<file path="config.mk">
export PLATFORM = sky130hd
export DESIGN_NAME = bcs_board_ctl
export DESIGN_NICKNAME = d
export VERILOG_FILES = /design/src/rtl/bcs_pkg.sv /design/src/rtl/bcs_ctl_reg.sv /design/src/rtl/bcs_par_capture.sv /design/src/rtl/bcs_read_mux.sv /design/src/rtl/bcs_board_ctl.sv
export SDC_FILE = /design/constraint.sdc
export NUM_CORES = 1
export LEC_CHECK = 0
export BUFFER_PORTS_ARGS = -buffer_cell sky130_fd_sc_hd__clkbuf_2
export CELL_PAD_IN_SITES_DETAIL_PLACEMENT = 2
export CELL_PAD_IN_SITES_GLOBAL_PLACEMENT = 2
export CORE_MARGIN = 2
export CORE_UTILIZATION = 26
export DETAILED_ROUTE_END_ITERATION = 16
export GPL_ROUTABILITY_DRIVEN = 0
export PLACE_DENSITY_LB_ADDON = 0.1
export SLEW_MARGIN = 10
export SYNTH_ARGS = -nofsm -noshare
export SYNTH_HDL_FRONTEND = slang
export SYNTH_SLANG_ARGS = --single-unit
</file>
<file path="constraint.sdc">
create_clock -name clk -period 1.1 [get_ports clk]
set_input_delay 0.055 -clock clk [delete_from_list [all_inputs] [get_ports clk]]
set_output_delay 0.055 -clock clk [all_outputs]
set_load 0.05 [all_outputs]
</file>
<file path="src/rtl/bcs_pkg.sv">
package bcs_pkg;

    localparam int REG_W = 16;

    // Register select codes
    typedef enum logic [1:0] {
        SEL_CTRL  = 2'd0,
        SEL_FAULT = 2'd1,
        SEL_FADDR = 2'd2,
        SEL_NONE  = 2'd3
    } reg_sel_e;

    // Parity capture states
    typedef enum logic [0:0] {
        CAP_IDLE = 1'b0,
        CAP_HELD = 1'b1
    } cap_state_e;

    // Control word bit positions (software decodes these)
    localparam int B_RESET  = 15;
    localparam int B_LIVE   = 14;
    localparam int B_ATTN   = 13;
    localparam int B_IEN    = 12;
    localparam int B_PIEN   = 11;
    localparam int B_PFLAG  = 9;
    localparam int B_IRQ    = 8;
    localparam int B_P2     = 5;
    localparam int B_BIGRAM = 4;
    localparam int STRAP_W  = 4;

    // Fault detail word bit positions
    localparam int F_ACK = 8;
    localparam int F_SRC = 7;
    localparam int F_END = 6;

    typedef struct packed {
        logic brd_reset;
        logic live;
        logic attn;
        logic irq_en;
        logic perr_en;
        logic p2en;
    } ctl_bits_t;

endpackage

</file>
<file path="src/rtl/bcs_ctl_reg.sv">
module bcs_ctl_reg
    import bcs_pkg::*;
#(
    parameter int DW = REG_W
) (
    input  logic          clk,
    input  logic          rst_n,
    input  logic          wr_ctrl,
    input  logic [DW-1:0] wdata,
    output ctl_bits_t     ctl
);

    ctl_bits_t ctl_q;

    always_ff @(posedge clk or negedge rst_n) begin
        if (!rst_n) begin
            ctl_q <= '0;
        end else if (wr_ctrl) begin
            ctl_q.brd_reset <= wdata[B_RESET];
            ctl_q.live      <= wdata[B_LIVE];
            ctl_q.attn      <= wdata[B_ATTN];
            ctl_q.irq_en    <= wdata[B_IEN];
            ctl_q.perr_en   <= wdata[B_PIEN];
            ctl_q.p2en      <= wdata[B_P2];
        end
    end

    assign ctl = ctl_q;


    ctl_reset_follow_chk: assert property (@(posedge clk) disable iff (!rst_n)
        wr_ctrl |=> (ctl.brd_reset == $past(wdata[B_RESET])));


    ctl_hold_chk: assert property (@(posedge clk) disable iff (!rst_n)
        !wr_ctrl |=> $stable(ctl));

endmodule

</file>
<file path="src/rtl/bcs_par_capture.sv">
module bcs_par_capture
    import bcs_pkg::*;
#(
    parameter int AW = 20
) (
    input  logic          clk,
    input  logic          rst_n,
    input  logic          err_stb,
    input  logic [AW-1:0] err_addr,
    input  logic          err_src,
    input  logic          err_end,
    input  logic          ack,
    output logic          flag,
    output logic [AW-1:0] held_addr,
    output logic          held_src,
    output logic          held_end
);

    cap_state_e state_q, state_d;
    logic          load, clear;
    logic [AW-1:0] addr_q;
    logic          src_q, end_q;

    // State register
    always_ff @(posedge clk or negedge rst_n) begin
        if (!rst_n) state_q <= CAP_IDLE;
        else        state_q <= state_d;
    end

    // Next state and datapath controls
    always_comb begin
        state_d = state_q;
        load    = 1'b0;
        clear   = 1'b0;
        unique case (state_q)
            CAP_IDLE: begin
                if (ack) begin
                    clear = 1'b1;
                end else if (err_stb) begin
                    load    = 1'b1;
                    state_d = CAP_HELD;
                end
            end
            CAP_HELD: begin
                if (ack) begin
                    clear   = 1'b1;
                    state_d = CAP_IDLE;
                end
            end
            default: state_d = CAP_IDLE;
        endcase
    end

    always_ff @(posedge clk or negedge rst_n) begin
        if (!rst_n) begin
            addr_q <= '0;
            src_q  <= 1'b0;
            end_q  <= 1'b0;
        end else if (clear) begin
            addr_q <= '0;
            src_q  <= 1'b0;
            end_q  <= 1'b0;
        end else if (load) begin
            addr_q <= err_addr;
            src_q  <= err_src;
            end_q  <= err_end;
        end
    end

    assign flag      = (state_q == CAP_HELD);
    assign held_addr = addr_q;
    assign held_src  = src_q;
    assign held_end  = end_q;


    capture_load_chk: assert property (@(posedge clk) disable iff (!rst_n)
        (!flag && err_stb && !ack) |=> (flag && held_addr == $past(err_addr)));


    capture_hold_chk: assert property (@(posedge clk) disable iff (!rst_n)
        (flag && !ack) |=> (flag && $stable(held_addr) && $stable(held_src) && $stable(held_end)));


    ack_clear_chk: assert property (@(posedge clk) disable iff (!rst_n)
        ack |=> (!flag && held_addr == '0 && !held_src && !held_end));

endmodule

</file>
<file path="src/rtl/bcs_read_mux.sv">
module bcs_read_mux
    import bcs_pkg::*;
#(
    parameter int AW = 20,
    parameter int DW = REG_W
) (
    input  logic [1:0]         sel,
    input  ctl_bits_t          ctl,
    input  logic               flag,
    input  logic               irq_lvl,
    input  logic               big_ram,
    input  logic [STRAP_W-1:0] strap,
    input  logic [AW-1:0]      held_addr,
    input  logic               held_src,
    input  logic               held_end,
    output logic [DW-1:0]      rdata
);

    localparam int HI_W = AW - DW;

    logic [DW-1:0] ctrl_word, fault_word, faddr_word;

    always_comb begin
        ctrl_word                 = '0;
        ctrl_word[B_RESET]        = ctl.brd_reset;
        ctrl_word[B_LIVE]         = ctl.live;
        ctrl_word[B_ATTN]         = ctl.attn;
        ctrl_word[B_IEN]          = ctl.irq_en;
        ctrl_word[B_PIEN]         = ctl.perr_en;
        ctrl_word[B_PFLAG]        = flag;
        ctrl_word[B_IRQ]          = irq_lvl;
        ctrl_word[B_P2]           = ctl.p2en;
        ctrl_word[B_BIGRAM]       = big_ram;
        ctrl_word[STRAP_W-1:0]    = strap;

        fault_word                = '0;
        fault_word[F_SRC]         = held_src;
        fault_word[F_END]         = held_end;
        fault_word[HI_W-1:0]      = held_addr[AW-1:DW];

        faddr_word                = held_addr[DW-1:0];
    end

    always_comb begin
        unique case (reg_sel_e'(sel))
            SEL_CTRL:  rdata = ctrl_word;
            SEL_FAULT: rdata = fault_word;
            SEL_FADDR: rdata = faddr_word;
            SEL_NONE:  rdata = '0;
            default:   rdata = '0;
        endcase
    end

endmodule

</file>
<file path="src/rtl/bcs_board_ctl.sv">
module bcs_board_ctl
    import bcs_pkg::*;
#(
    parameter int AW = 20
) (
    input  logic                clk,
    input  logic                rst_n,
    input  logic [1:0]          reg_sel,
    input  logic                wr_en,
    input  logic [REG_W-1:0]    wdata,
    output logic [REG_W-1:0]    rdata,
    input  logic [STRAP_W-1:0]  base_strap,
    input  logic                ram_big_strap,
    input  logic                ctrl_irq,
    input  logic                par_err,
    input  logic [AW-1:0]       par_addr,
    input  logic                par_src,
    input  logic                par_end,
    output logic                ctrl_reset,
    output logic                ctrl_attn,
    output logic                link_live,
    output logic                p2_enable,
    output logic                board_irq
);

    ctl_bits_t     ctl;
    logic          wr_ctrl, ack;
    logic          flag;
    logic [AW-1:0] held_addr;
    logic          held_src, held_end;

    assign wr_ctrl = wr_en && (reg_sel == SEL_CTRL);
    assign ack     = wr_en && (reg_sel == SEL_FAULT) && wdata[F_ACK];

    bcs_ctl_reg #(.DW(REG_W)) u_ctl (
        .clk     (clk),
        .rst_n   (rst_n),
        .wr_ctrl (wr_ctrl),
        .wdata   (wdata),
        .ctl     (ctl)
    );

    bcs_par_capture #(.AW(AW)) u_cap (
        .clk       (clk),
        .rst_n     (rst_n),
        .err_stb   (par_err),
        .err_addr  (par_addr),
        .err_src   (par_src),
        .err_end   (par_end),
        .ack       (ack),
        .flag      (flag),
        .held_addr (held_addr),
        .held_src  (held_src),
        .held_end  (held_end)
    );

    bcs_read_mux #(.AW(AW), .DW(REG_W)) u_mux (
        .sel       (reg_sel),
        .ctl       (ctl),
        .flag      (flag),
        .irq_lvl   (ctrl_irq),
        .big_ram   (ram_big_strap),
        .strap     (base_strap),
        .held_addr (held_addr),
        .held_src  (held_src),
        .held_end  (held_end),
        .rdata     (rdata)
    );

    assign ctrl_reset = ctl.brd_reset;
    assign ctrl_attn  = ctl.attn;
    assign link_live  = ctl.live;
    assign p2_enable  = ctl.p2en;
    assign board_irq  = (ctrl_irq & ctl.irq_en) | (flag & ctl.perr_en);


    irq_quiet_chk: assert property (@(posedge clk) disable iff (!rst_n)
        (!ctrl_irq && !flag) |-> !board_irq);


    irq_fault_chk: assert property (@(posedge clk) disable iff (!rst_n)
        (flag && ctl.perr_en) |-> board_irq);


    faddr_write_chk: assert property (@(posedge clk) disable iff (!rst_n)
        (wr_en && reg_sel == SEL_FADDR && flag && !par_err) |=> $stable(held_addr));

endmodule

</file>
[Yosys cells after proc, flatten, opt, wreduce, memory -nomap -nowiden]
Index checks and enable logic that the tools add are counted.
Word-level totals
  output and inout bits: 21
  register bits after elaboration: 29
Cells by class
  multiplexer cells: 13
  equal/unequal tests: 3
  reduce and logical (&&, ||, !) cells: 5
  bitwise gates (word level): 4
Operator list (number)
  $pmux W16 S4: 1
  $mux W20: 2
  $mux W1: 9
  $eq A2 B2 Y1 const B: 2
  $logic_and A1 B1 Y1: 3
  $and A1 B1 Y1: 2
  $eq A2 B1 Y1 const B: 1
  $logic_not A2 Y1: 1
  $pmux W1 S2: 1
  $reduce_bool A2 Y1: 1
  $not A1 Y1: 1
  $or A1 B1 Y1: 1

[Depth between registers and ports, before layout]
Gate-level depths: netlist (run 1).
  word-level depth: 7
  gate-level depth with buffers: 6
  mapped depth without buffers: 3

[By module]
Synthesis (run 1) repeated with hierarchy kept, for this count alone.
Second synthesis, totals
  cells, all modules: 152
  area total of the unflattened synthesis: 1727.9 sq um
By module, submodules not included
  bcs_par_capture: instances 1, cells an instance 102, seq. area each 575.6 sq um, area each 1172.4 sq um
  bcs_read_mux: instances 1, cells an instance 34, seq. area each 0.0 sq um, area each 277.8 sq um
  bcs_ctl_reg: instances 1, cells an instance 13, seq. area each 150.1 sq um, area each 251.5 sq um
  bcs_board_ctl: instances 1, cells an instance 3, seq. area each 0.0 sq um, area each 26.3 sq um

[Worst setup path after synthesis (run 1)]
Ideal clock, no wire load.
  kind: input to output
  start point: input port reg_sel[0]
  end point: output port rdata[0]
  arrival: 1.547 ns
  slack: -0.502 ns
  data required time: 1.045 ns
  stages on the path: 4
  buffers on the path: 2
  cells stage by stage: buf_6 > buf_2 > mux2i_1 > o21ai_0
Between the ends
  word-level cells in the longest chain between the ends: 2
RTL lines
  start: declaration: line bcs_board_ctl.sv:8  | input logic [1:0] reg_sel,
  $eq A2 B2 Y1 (tied with other cells): line bcs_read_mux.sv:45  | unique case (reg_sel_e'(sel))
  $pmux W16 S4 (*): line bcs_read_mux.sv:45
  end: declaration: line bcs_board_ctl.sv:11  | output logic [REG_W-1:0] rdata,
Mark *: on every way between the ends. The rest lies on a longest branch, timed or not.

[Final worst setup path (run 1)]
  start point: register u_cap.state_q (netlist: u_cap.flag)
  end point: output port board_irq
Between the ends
  word-level cells in the longest chain between the ends: 2
RTL lines
  start: declaration: line bcs_par_capture.sv:19  | cap_state_e state_q, state_d;
  start signal: assignment: line bcs_par_capture.sv:27  | else state_q <= state_d;
  $and A1 B1 Y1: line bcs_board_ctl.sv:74  | assign board_irq = (ctrl_irq & ctl.irq_en) | (flag & ctl.perr_en);
  $or A1 B1 Y1: line bcs_board_ctl.sv:74
  end: declaration: line bcs_board_ctl.sv:23  | output logic board_irq
Every way passes these cells.

==> results of run 1 <==
-- worst max path at each step --
stage | from | to
6_report | u_cap.flag | board_irq
5_1_grt | u_cap.flag | board_irq
4_1_cts | u_cap.flag | board_irq
3_5_place_dp | reg_sel[1] | u_cap.held_addr[2]
3_3_place_gp | reg_sel[1] | u_cap.held_addr[1]
2_1_floorplan | reg_sel[0] | rdata[4]
-- metal layers --
metal	track usage [%]	vias to the layer above	part of all wire, %
li1	-	703	-
met1	21.2	714	40
met2	33.0	44	54
met3	4.33	6	5.2
met4	3.05	0	0.65
met5	0	-	0
-- metrics by stage --
step | cells | total power [uW]
5_1_grt | 325 | 4120
2_1_floorplan | 154 | 2190
3_5_place_dp | 291 | 2610
6_report | 325 | 3900
3_3_place_gp | 291 | 2560
4_1_cts | 315 | 3760
-- flip-flops by register name, indices dropped and copies added, names as in the netlist --
name and cells:
u_cap.held_src 1, u_ctl.ctl 6, u_cap.held_end 1, u_cap.held_addr 20, u_cap.flag 1
-- cells in the mapped netlist --
cell type,number
nand2_1,48
dfrtp_1,29
a21oi_2,19
mux2i_1,13
nor2_1,10
buf_2,6
mux2_2,6
buf_6,4
o21ai_0,4
a21oi_1,3
a22o_1,3
nor2b_1,2
and2_1,1
and3_4,1
buf_8,1
nand2b_1,1
nor2_2,1
nor2b_4,1
nor3b_4,1
-- power by group --
| part | internal [uW] | switching [uW] | leakage [uW] |
|---|---|---|---|
| registers | 1260 | 149 | 0.000364 |
| logic | 778 | 837 | 0.000826 |
| clock network | 438 | 432 | 0.0000450 |
-- layout make-up --
type,count,area share [%]
Clock inverter,2,0.370
Multi-Input combinational cell,114,31.9
Sequential cell,29,27.0
Tap cell,72,3.33
Clock buffer,6,2.68
Timing Repair Buffer,102,34.7
-- cell families after synthesis --
kind of cell    count (synthesis)  share of synthesized area (%)
mux                            19                           12.9
buf+inv                        11                           5.87
compound gates                 29                           14.8
simple gates                   66                           19.1
flops                          29                           47.3
-- worst min-delay path, stage by stage --
cell and delay [ns]:
clkbuf_2 0.08, nand2_1 0.07, a21oi_2 0.05
-- repair_timing --
item,CTS,global route
endpoints found under the hold margin,23,2
endpoints found under the setup margin,16,40
pin swaps,4,5
hold buffers,9,2
resized for setup,38,29
setup buffers,7,8
==> results.ini, run 1 <==
[timing]
clock.fmax_mhz = 803
tightestPinTransition_ns = 0.476
setup_viol = 38
finalHoldViolCount = 0
timing.final.crit_share_pct = 113
skew_ns = 0.00462
period_minus_slack_ns = 1.25
fin_tns_setup_ns = -1.47
holdWs_ns = 0.00678
rsz0062_at_grt = yes
relSlewSlack_pct = 68.3
maxSlewViolCount = 0
fin_ws_ns = -0.146

[worst_hold_path]
hold-path-endpoint = u_cap.held_addr[16]
hp-start = par_addr[16]
hold_class = input pin to flip-flop
min_path_cells = 3

[routing]
ant_nets = 0
viasPerCell = 4.51
drc_errors = 0
wl_per_cell_um = 17.0
wl_um = 5520
drtIter0Drc = 7
vias = 1467
first_pass_iters = 3

[layout]
mostFrequentLayoutCell = nand2_1
layout-drive-gt1-share_pct = 62.5
diodes = 0
final-seq-area_um2 = 731
multi_input_area_um2 = 862
final_area_um2 = 2700
n_fill_cell = 591
utilization_pct = 48.2
fin_nets = 302
area_growth_pct = 76.3
final_cell_mix = nand2_1 (43), clkbuf_2 (41), dfrtp_1 (25), buf_4 (23), a21oi_2 (22)

[grt]
antenna_found_initial = 0
grt-ovfl-total = 0
grt_pass1_wl_um = 8830
grt_pass1_vias = 1727
grt.total_usage_pct = 17.9
grt_max_degree = 17

[placed_design]
dp_hpwl_um = 3790
place_ws_ns = -0.0148
placed_area_um2 = 2150
io_buffers = 61

[logic_synthesis]
yosys-top-cells-area = dfrtp_1 (47%), nand2_1 (12%), a21oi_2 (11%), mux2i_1 (8.5%), mux2_2 (4.4%)
netlist_instances = 154
yosysWarningCount = 0
synth_top_area_share_pct = 47.3
yosys.cell_types.count = 19
synth.net_count = 204
synth.avg_cell_area_um2 = 9.96
syn_area_um2 = 1530
yosysTopAreaCell = dfrtp_1
ys_ff_latch = 29
ys_seq_area_share_pct = 47.3

[clock_network]
clockBufferDepth = 2
cts_root_buffer = clkbuf_8
clkSlewWorstSetupHoldPaths_ns = 0.07
cts_sinks = 29
cts_tree = done
numCtsBuffers = 5
clk_latency_ns = 0.28
cts_htree_levels = 2

[power_and_ir_drop]
power_density_nw_per_um2 = 1440
ir_worst_vdd_mv = 0.846
leakage_uw = 0.00123

[setup_path]
worstPathArrival_ns = 1.19
reg2reg_from = u_cap.flag
end_kind = output port
required_ns = 1.04
critPathTopFamily = flip-flops
timing.rr.end = u_cap.held_addr[2]
cp_slowest_cell = dfrtp_1
cpPeakStageDelay_ns = 0.41
crit_path_start_kind = flip-flop
reg2reg_slack_ns = -0.05
r2r.worst_path.cells = 5
timing_worst_setup_path_type = flip-flop to output port
path_cells = buf_6 -> a22o_4 -> buf_8
cp_num_cells = 3
cp_num_buf_inv = 2
path_max_fanout = 3

[status]
status = finished with violations
violations = setup timing

[die]
io_pins = 71
dieHeight_um = 80.8
die_w_um = 80.8
start_util_pct = 27.4
placementRows = 27
die_area_um2 = 6530
fp.coreArea_um2 = 5610

[run]
max_cap_viol_count = 0

Power figures use the tool's default switching activity.
==> run 2, diff against run 1 <==
- ABC_AREA: not set -> 1
- CORE_UTILIZATION: 26 -> 24
==> results.ini, run 2 <==
[timing]
timing.final.crit_share_pct = 103  ; -9.9 points
finalHoldViolCount = 0  ; unchanged
setup_viol = 2  ; -95%
fin_ws_ns = -0.0373  ; +0.109 ns
skew_ns = 0.00563  ; +0.00102 ns
clock.fmax_mhz = 879  ; +9.6%
maxSlewViolCount = 0  ; unchanged
period_minus_slack_ns = 1.14  ; -0.109 ns
relSlewSlack_pct = 77.8  ; +9.5 points
rsz0062_at_grt = yes
tightestPinTransition_ns = 0.333  ; -0.143 ns

[die]
die_w_um = 81.7  ; +1.1%
die_area_um2 = 6670  ; +2.2%
start_util_pct = 24.6  ; -2.7 points
io_pins = 71  ; unchanged
dieHeight_um = 81.7  ; +1.1%
fp.coreArea_um2 = 5890  ; +5.0%
placementRows = 28  ; +3.7%

[routing]
first_pass_iters = 3  ; unchanged
drtIter0Drc = 59  ; +52
drc_errors = 0  ; unchanged
wl_per_cell_um = 14.3  ; -15%
ant_nets = 0  ; unchanged
viasPerCell = 4.60  ; +1.9%
vias = 1582  ; +7.8%
wl_um = 4940  ; -11%

[grt]
antenna_found_initial = 0  ; unchanged
grt_pass1_wl_um = 7810  ; -12%
grt_pass1_vias = 1605  ; -7.1%
grt-ovfl-total = 0  ; unchanged
grt.total_usage_pct = 15.7  ; -2.2 points
grt_max_degree = 32  ; +15

[setup_path]
crit_path_start_kind = flip-flop
timing.rr.end = u_cap.held_addr[13]
cpPeakStageDelay_ns = 0.36  ; -0.05 ns
cp_slowest_cell = dfrtp_1
reg2reg_slack_ns = 0.07  ; +0.12 ns
timing_worst_setup_path_type = flip-flop to output port
path_cells = inv_2 -> buf_6 -> o21ai_4 -> buf_8
r2r.worst_path.cells = 6  ; +1
worstPathArrival_ns = 1.08  ; -0.11 ns
end_kind = output port
path_max_fanout = 2  ; -1
reg2reg_from = u_cap.flag
required_ns = 1.04  ; about the same

[layout]
diodes = 0  ; unchanged
mostFrequentLayoutCell = nand2_1
final-seq-area_um2 = 731  ; unchanged
largest_reg_flops = 20  ; unchanged
fin_nets = 319  ; +5.6%
utilization_pct = 39.5  ; -8.7 points
finalNonFillerCells = 344  ; +5.8%
area_growth_pct = 60.5
layout-drive-gt1-share_pct = 39.8  ; -23 points
final_cell_mix = nand2_1 (68), nand3_1 (51), clkbuf_2 (44), dfrtp_1 (25), buf_4 (11)
multi_input_area_um2 = 679  ; -21%
n_fill_cell = 699  ; +18%

[clock_network]
clk_latency_ns = 0.28  ; about the same
clkSlewWorstSetupHoldPaths_ns = 0.06  ; about the same
cts_sinks = 29  ; unchanged
numCtsBuffers = 5  ; unchanged
cts_root_buffer = clkbuf_8
cts_tree = done
clockBufferDepth = 2  ; unchanged
cts_htree_levels = 2  ; unchanged

[logic_synthesis]
async_flop_share_pct = 100  ; unchanged
synth_edf_count = 0  ; unchanged
synth_commonest_cells = nand2_1 (75), nand3_1 (54), dfrtp_1 (29), inv_1 (9), buf_2 (6)
yosys.cell_types.count = 14  ; -5
yosysWarningCount = 0  ; unchanged
netlist_instances = 189  ; +23%
synth_top_area_share_pct = 50.1  ; +2.8 points
synth.avg_cell_area_um2 = 7.67  ; -23%
synthFlopType = dfrtp_1
yosys-top-cells-area = dfrtp_1 (50%), nand2_1 (19%), nand3_1 (19%), buf_4 (2.6%), inv_1 (2.3%)
syn_area_um2 = 1450  ; -5.5%
yosysTopAreaCell = dfrtp_1
ys_ff_latch = 29  ; unchanged
yosysMostFrequentCell = nand2_1
synth.net_count = 239  ; +17%
ys_seq_area_share_pct = 50.1  ; +2.8 points

[run]
max_cap_viol_count = 0  ; unchanged

[worst_hold_path]
hp-start = par_addr[14]
hold-path-endpoint = u_cap.held_addr[14]
min_path_cells = 3  ; unchanged
hold_class = input pin to flip-flop

[power_and_ir_drop]
seq_power_share_pct = 40.2  ; +4.0 points
leakage_uw = 0.00127  ; +3.0%
power.switching_uw = 1190  ; -16%
clkPwrFrac_pct = 26.5  ; +4.2 points
ir_worst_vdd_mv = 0.506  ; -40%
power_density_nw_per_um2 = 1460  ; +0.99%
design_power_total_uw = 3390  ; -13%
internal_power_uw = 2200  ; -11%
p_comb_share_pct = 33.3  ; -8.2 points
p_sw_share_pct = 35.1  ; -1.3 points

[placed_design]
io_buffers = 61  ; unchanged
dp_cells = 327  ; +12%
dp_hpwl_um = 3630  ; -4.3%

[status]
status = finished with violations
violations = setup timing

-- run 2: power by group through the flow --
stage	sequential, uW	clock, uW	combinational (uW)
global route	1390	974	1230
floorplan	1430	0	539
global placement	1370	0	903
CTS	1360	937	1050
detailed placement	1380	0	923
finish	1360	899	1130
-- run 2: final cells by class --
| type | instances | share of cell area, % |
|---|---|---|
| Clock buffer | 7 | 3.71 |
| Sequential cell | 29 | 31.4 |
| Inverter | 10 | 1.61 |
| Timing Repair Buffer | 84 | 30.0 |
| Tap cell | 75 | 4.03 |
| Multi-Input combinational cell | 139 | 29.2 |
-- run 2: critical path: cells and delay by family, from the launching register on --
kind	cells	cell delay, ns
AO/OA/AOI/OAI	1	0.12
buffers and inverters	3	0.33
flip-flops	1	0.36
-- run 2: kinds of logic (layout without fill, tap and decap cells) --
family                 after synthesis  count (layout)  share of synthesized area (%)
DFF                                 29              29                           50.1
AOI/OAI and AO/OA                    6               6                           2.33
buffers and inverters               21             101                           7.25
and+or+nand+nor                    133             133                           40.3
-- run 2: how the worst max path moves through the flow --
stage / end / slack, ns / cells past startpoint / from
2_1_floorplan: rdata[9] / -0.06 / 2 / u_cap.flag
3_3_place_gp: rdata[12] / 0.03 / 8 / reg_sel[0]
3_5_place_dp: rdata[4] / -0.02 / 8 / reg_sel[0]
4_1_cts: rdata[9] / -0.08 / 4 / u_cap.flag
5_1_grt: rdata[9] / -0.09 / 4 / u_cap.flag
6_report: rdata[9] / -0.04 / 4 / u_cap.flag
-- run 2: through the flow --
| stage | hold WS (ns) | setup slack [ns] | TNS (ns) | cell area [um2] |
|---|---|---|---|---|
| after floorplan | -0.241 | -0.0613 | -0.214 | 1460 |
| after global placement | -0.0328 | 0.0306 | 0 | 1940 |
| after detailed placement | -0.0321 | -0.0182 | -0.0451 | 1940 |
| after CTS | 0.000527 | -0.0772 | -0.182 | 2220 |
| after global routing | 0.00632 | -0.0891 | -0.861 | 2330 |
| final | 0.00632 | -0.0373 | -0.0636 | 2330 |
-- run 2: metal layers --
layer | track usage, % | routed length (um) | vias to the layer above
met5 | 0 | 0 | -
met4 | 5.00 | 27 | 0
met3 | 4.07 | 239 | 4
met2 | 26.4 | 2540 | 43
met1 | 19.7 | 2130 | 765
li1 | - | - | 770
-- run 2: repair_timing --
| action | in CTS | in global routing |
|---|---|---|
| hold endpoints to repair | 35 | 0 |
| setup buffers | 1 | 2 |
| setup endpoints to repair | 17 | 38 |
| gates resized for setup | 32 | 37 |
| hold buffers | 7 | 0 |
| pin swaps | 4 | 2 |
==> run 3, diff against run 2 <==
- SETUP_SLACK_MARGIN: not set -> 0.02
==> results.ini, run 3 (synthesis results as in run 2) <==
[status]
status = finished with violations
violations = setup timing

[placed_design]
dp_cells = 327  ; unchanged
placed_area_um2 = 1940  ; unchanged
io_buffers = 61  ; unchanged
dp_hpwl_um = 3630  ; unchanged
place_ws_ns = -0.0182  ; unchanged

[grt]
grt.total_usage_pct = 15.8  ; +0.14 points
grt_pass1_vias = 1612  ; +0.44%
grt_max_degree = 32  ; unchanged
grt-ovfl-total = 0  ; unchanged
grt_pass1_wl_um = 7890  ; +1.1%
antenna_found_initial = 0  ; unchanged

[timing]
finalHoldViolCount = 0  ; unchanged
maxSlewViolCount = 0  ; unchanged
period_minus_slack_ns = 1.15  ; +0.0145 ns
clock.fmax_mhz = 868  ; -1.3%
timing.final.crit_share_pct = 105  ; +1.3 points
fin_ws_ns = -0.0519  ; -0.0145 ns
tightestPinTransition_ns = 0.332  ; -0.00143 ns
rsz0062_at_grt = yes
relSlewSlack_pct = 77.9  ; +0.095 points
setup_viol = 3  ; +1
skew_ns = 0.00339  ; -0.00224 ns

[die]
io_pins = 71  ; unchanged
fp.coreArea_um2 = 5890  ; unchanged
placementRows = 28  ; unchanged
die_area_um2 = 6670  ; unchanged
start_util_pct = 24.6  ; unchanged
die_w_um = 81.7  ; unchanged
dieHeight_um = 81.7  ; unchanged

[setup_path]
cpPeakStageDelay_ns = 0.36  ; about the same
crit_path_start_kind = flip-flop
end_kind = output port
cp_slowest_cell = dfrtp_1
reg2reg_slack_ns = 0.04  ; -0.03 ns
worstPathArrival_ns = 1.10  ; +0.02 ns
timing.rr.end = u_cap.held_addr[4]
required_ns = 1.04  ; about the same
reg2reg_from = u_cap.flag
timing_worst_setup_path_type = flip-flop to output port
critPathTopFamily = flip-flops
cp_num_buf_inv = 3  ; unchanged
path_cells = inv_2 -> buf_6 -> o21ai_4 -> buf_8
r2r.worst_path.cells = 6  ; unchanged
path_max_fanout = 2  ; unchanged

[power_and_ir_drop]
power_density_nw_per_um2 = 1450  ; -0.57%
leakage_uw = 0.00130  ; +2.2%
ir_worst_vdd_mv = 0.618  ; +22%

[layout]
mostFrequentLayoutCell = nand2_1
fin_nets = 322  ; +0.94%
layout-drive-gt1-share_pct = 41.9  ; +2.1 points
final_area_um2 = 2380  ; +2.3%
diodes = 0  ; unchanged
largest_reg_flops = 20  ; unchanged
n_fill_cell = 697  ; -0.29%
finalNonFillerCells = 347  ; +0.87%
final_cell_mix = nand2_1 (66), nand3_1 (50), clkbuf_2 (44), dfrtp_1 (25), buf_8 (13)
area_growth_pct = 64.2

[worst_hold_path]
min_path_cells = 3  ; unchanged
hold_class = input pin to flip-flop
hold-path-endpoint = u_cap.held_addr[14]
hp-start = par_addr[14]

[clock_network]
clkSlewWorstSetupHoldPaths_ns = 0.06  ; about the same
cts_sinks = 29  ; unchanged
clockBufferDepth = 2  ; unchanged
cts_tree = done
numCtsBuffers = 5  ; unchanged
cts_htree_levels = 2  ; unchanged
cts_root_buffer = clkbuf_8
clk_latency_ns = 0.28  ; about the same

[routing]
first_pass_iters = 4  ; +1
viasPerCell = 4.61  ; +0.26%
drc_errors = 0  ; unchanged
ant_nets = 0  ; unchanged
vias = 1600  ; +1.1%
wl_um = 5040  ; +2.2%
drtIter0Drc = 75  ; +27%
wl_per_cell_um = 14.5  ; +1.3%

[run]
max_cap_viol_count = 0  ; unchanged

==> run 3: cell count changes in the layout (fill, tap and decap cells not counted) <==
cell / change
buf_8: +3
nand2_1: -2
nand2_2: +2
buf_4: +1
buf_6: -1
nand3_1: -1
nand3_2: +1
nor2_1: -1
nor2_2: +1
==> run 3: what timing repair did <==
item	in CTS	in global routing
endpoints found under the setup margin	20	39
pin swaps	5	7
setup buffers	1	5
endpoints found under the hold margin	35	0
resized for setup	40	34
hold buffers	7	0
==> run 3: tightest hold or removal path: stages <==
cell      delay, ns
clkbuf_2       0.08
nand3_1        0.07
nand2_1        0.05
==> run 3: layer usage <==
| metal | track usage (%) | share of wire (%) | vias up | wire length (um) |
|---|---|---|---|---|
| li1 | - | - | 776 | - |
| met1 | 20.1 | 43 | 778 | 2150 |
| met2 | 26.5 | 52 | 44 | 2630 |
| met3 | 4.07 | 4.9 | 2 | 245 |
| met4 | 5.00 | 0.30 | 0 | 15 |
| met5 | 0 | 0 | - | 0 |
==> run 3: power breakdown <==
part           leakage (uW)  total [uW]  internal (uW)  switching [uW]
logic              0.000887        1180            487             692
registers          0.000369        1360           1250             110
clock network     0.0000443         902            496             406
==> run 3: final cells by class <==
| type | count | area [um2] | share of cell area [%] |
|---|---|---|---|
| Clock buffer | 7 | 86.3 | 3.63 |
| Inverter | 10 | 37.5 | 1.58 |
| Multi-Input combinational cell | 139 | 692 | 29.1 |
| Sequential cell | 29 | 731 | 30.7 |
| Tap cell | 75 | 93.8 | 3.94 |
| Timing Repair Buffer | 87 | 739 | 31.1 |
==> run 3: per-stage QoR <==
stage          hold WS [ns]  power, uW  util, %  TNS [ns]
2_1_floorplan        -0.241       1970        -    -0.214
3_3_place_gp        -0.0328       2280     33.0         0
3_5_place_dp        -0.0321       2300     33.0   -0.0451
4_1_cts            0.000527       3370     38.4    -0.182
5_1_grt             0.00632       3650     40.4     -1.10
6_report            0.00637       3440     40.4   -0.0930
==> run 3: worst max path at each step <==
stage               slack, ns  cells after the start   endpoint       start
finish                  -0.05                      4   rdata[9]  u_cap.flag
global route            -0.11                      4   rdata[9]  u_cap.flag
CTS                     -0.08                      4   rdata[9]  u_cap.flag
detailed placement      -0.02                      8   rdata[4]  reg_sel[0]
global placement         0.03                      8  rdata[12]  reg_sel[0]
floorplan               -0.06                      2   rdata[9]  u_cap.flag
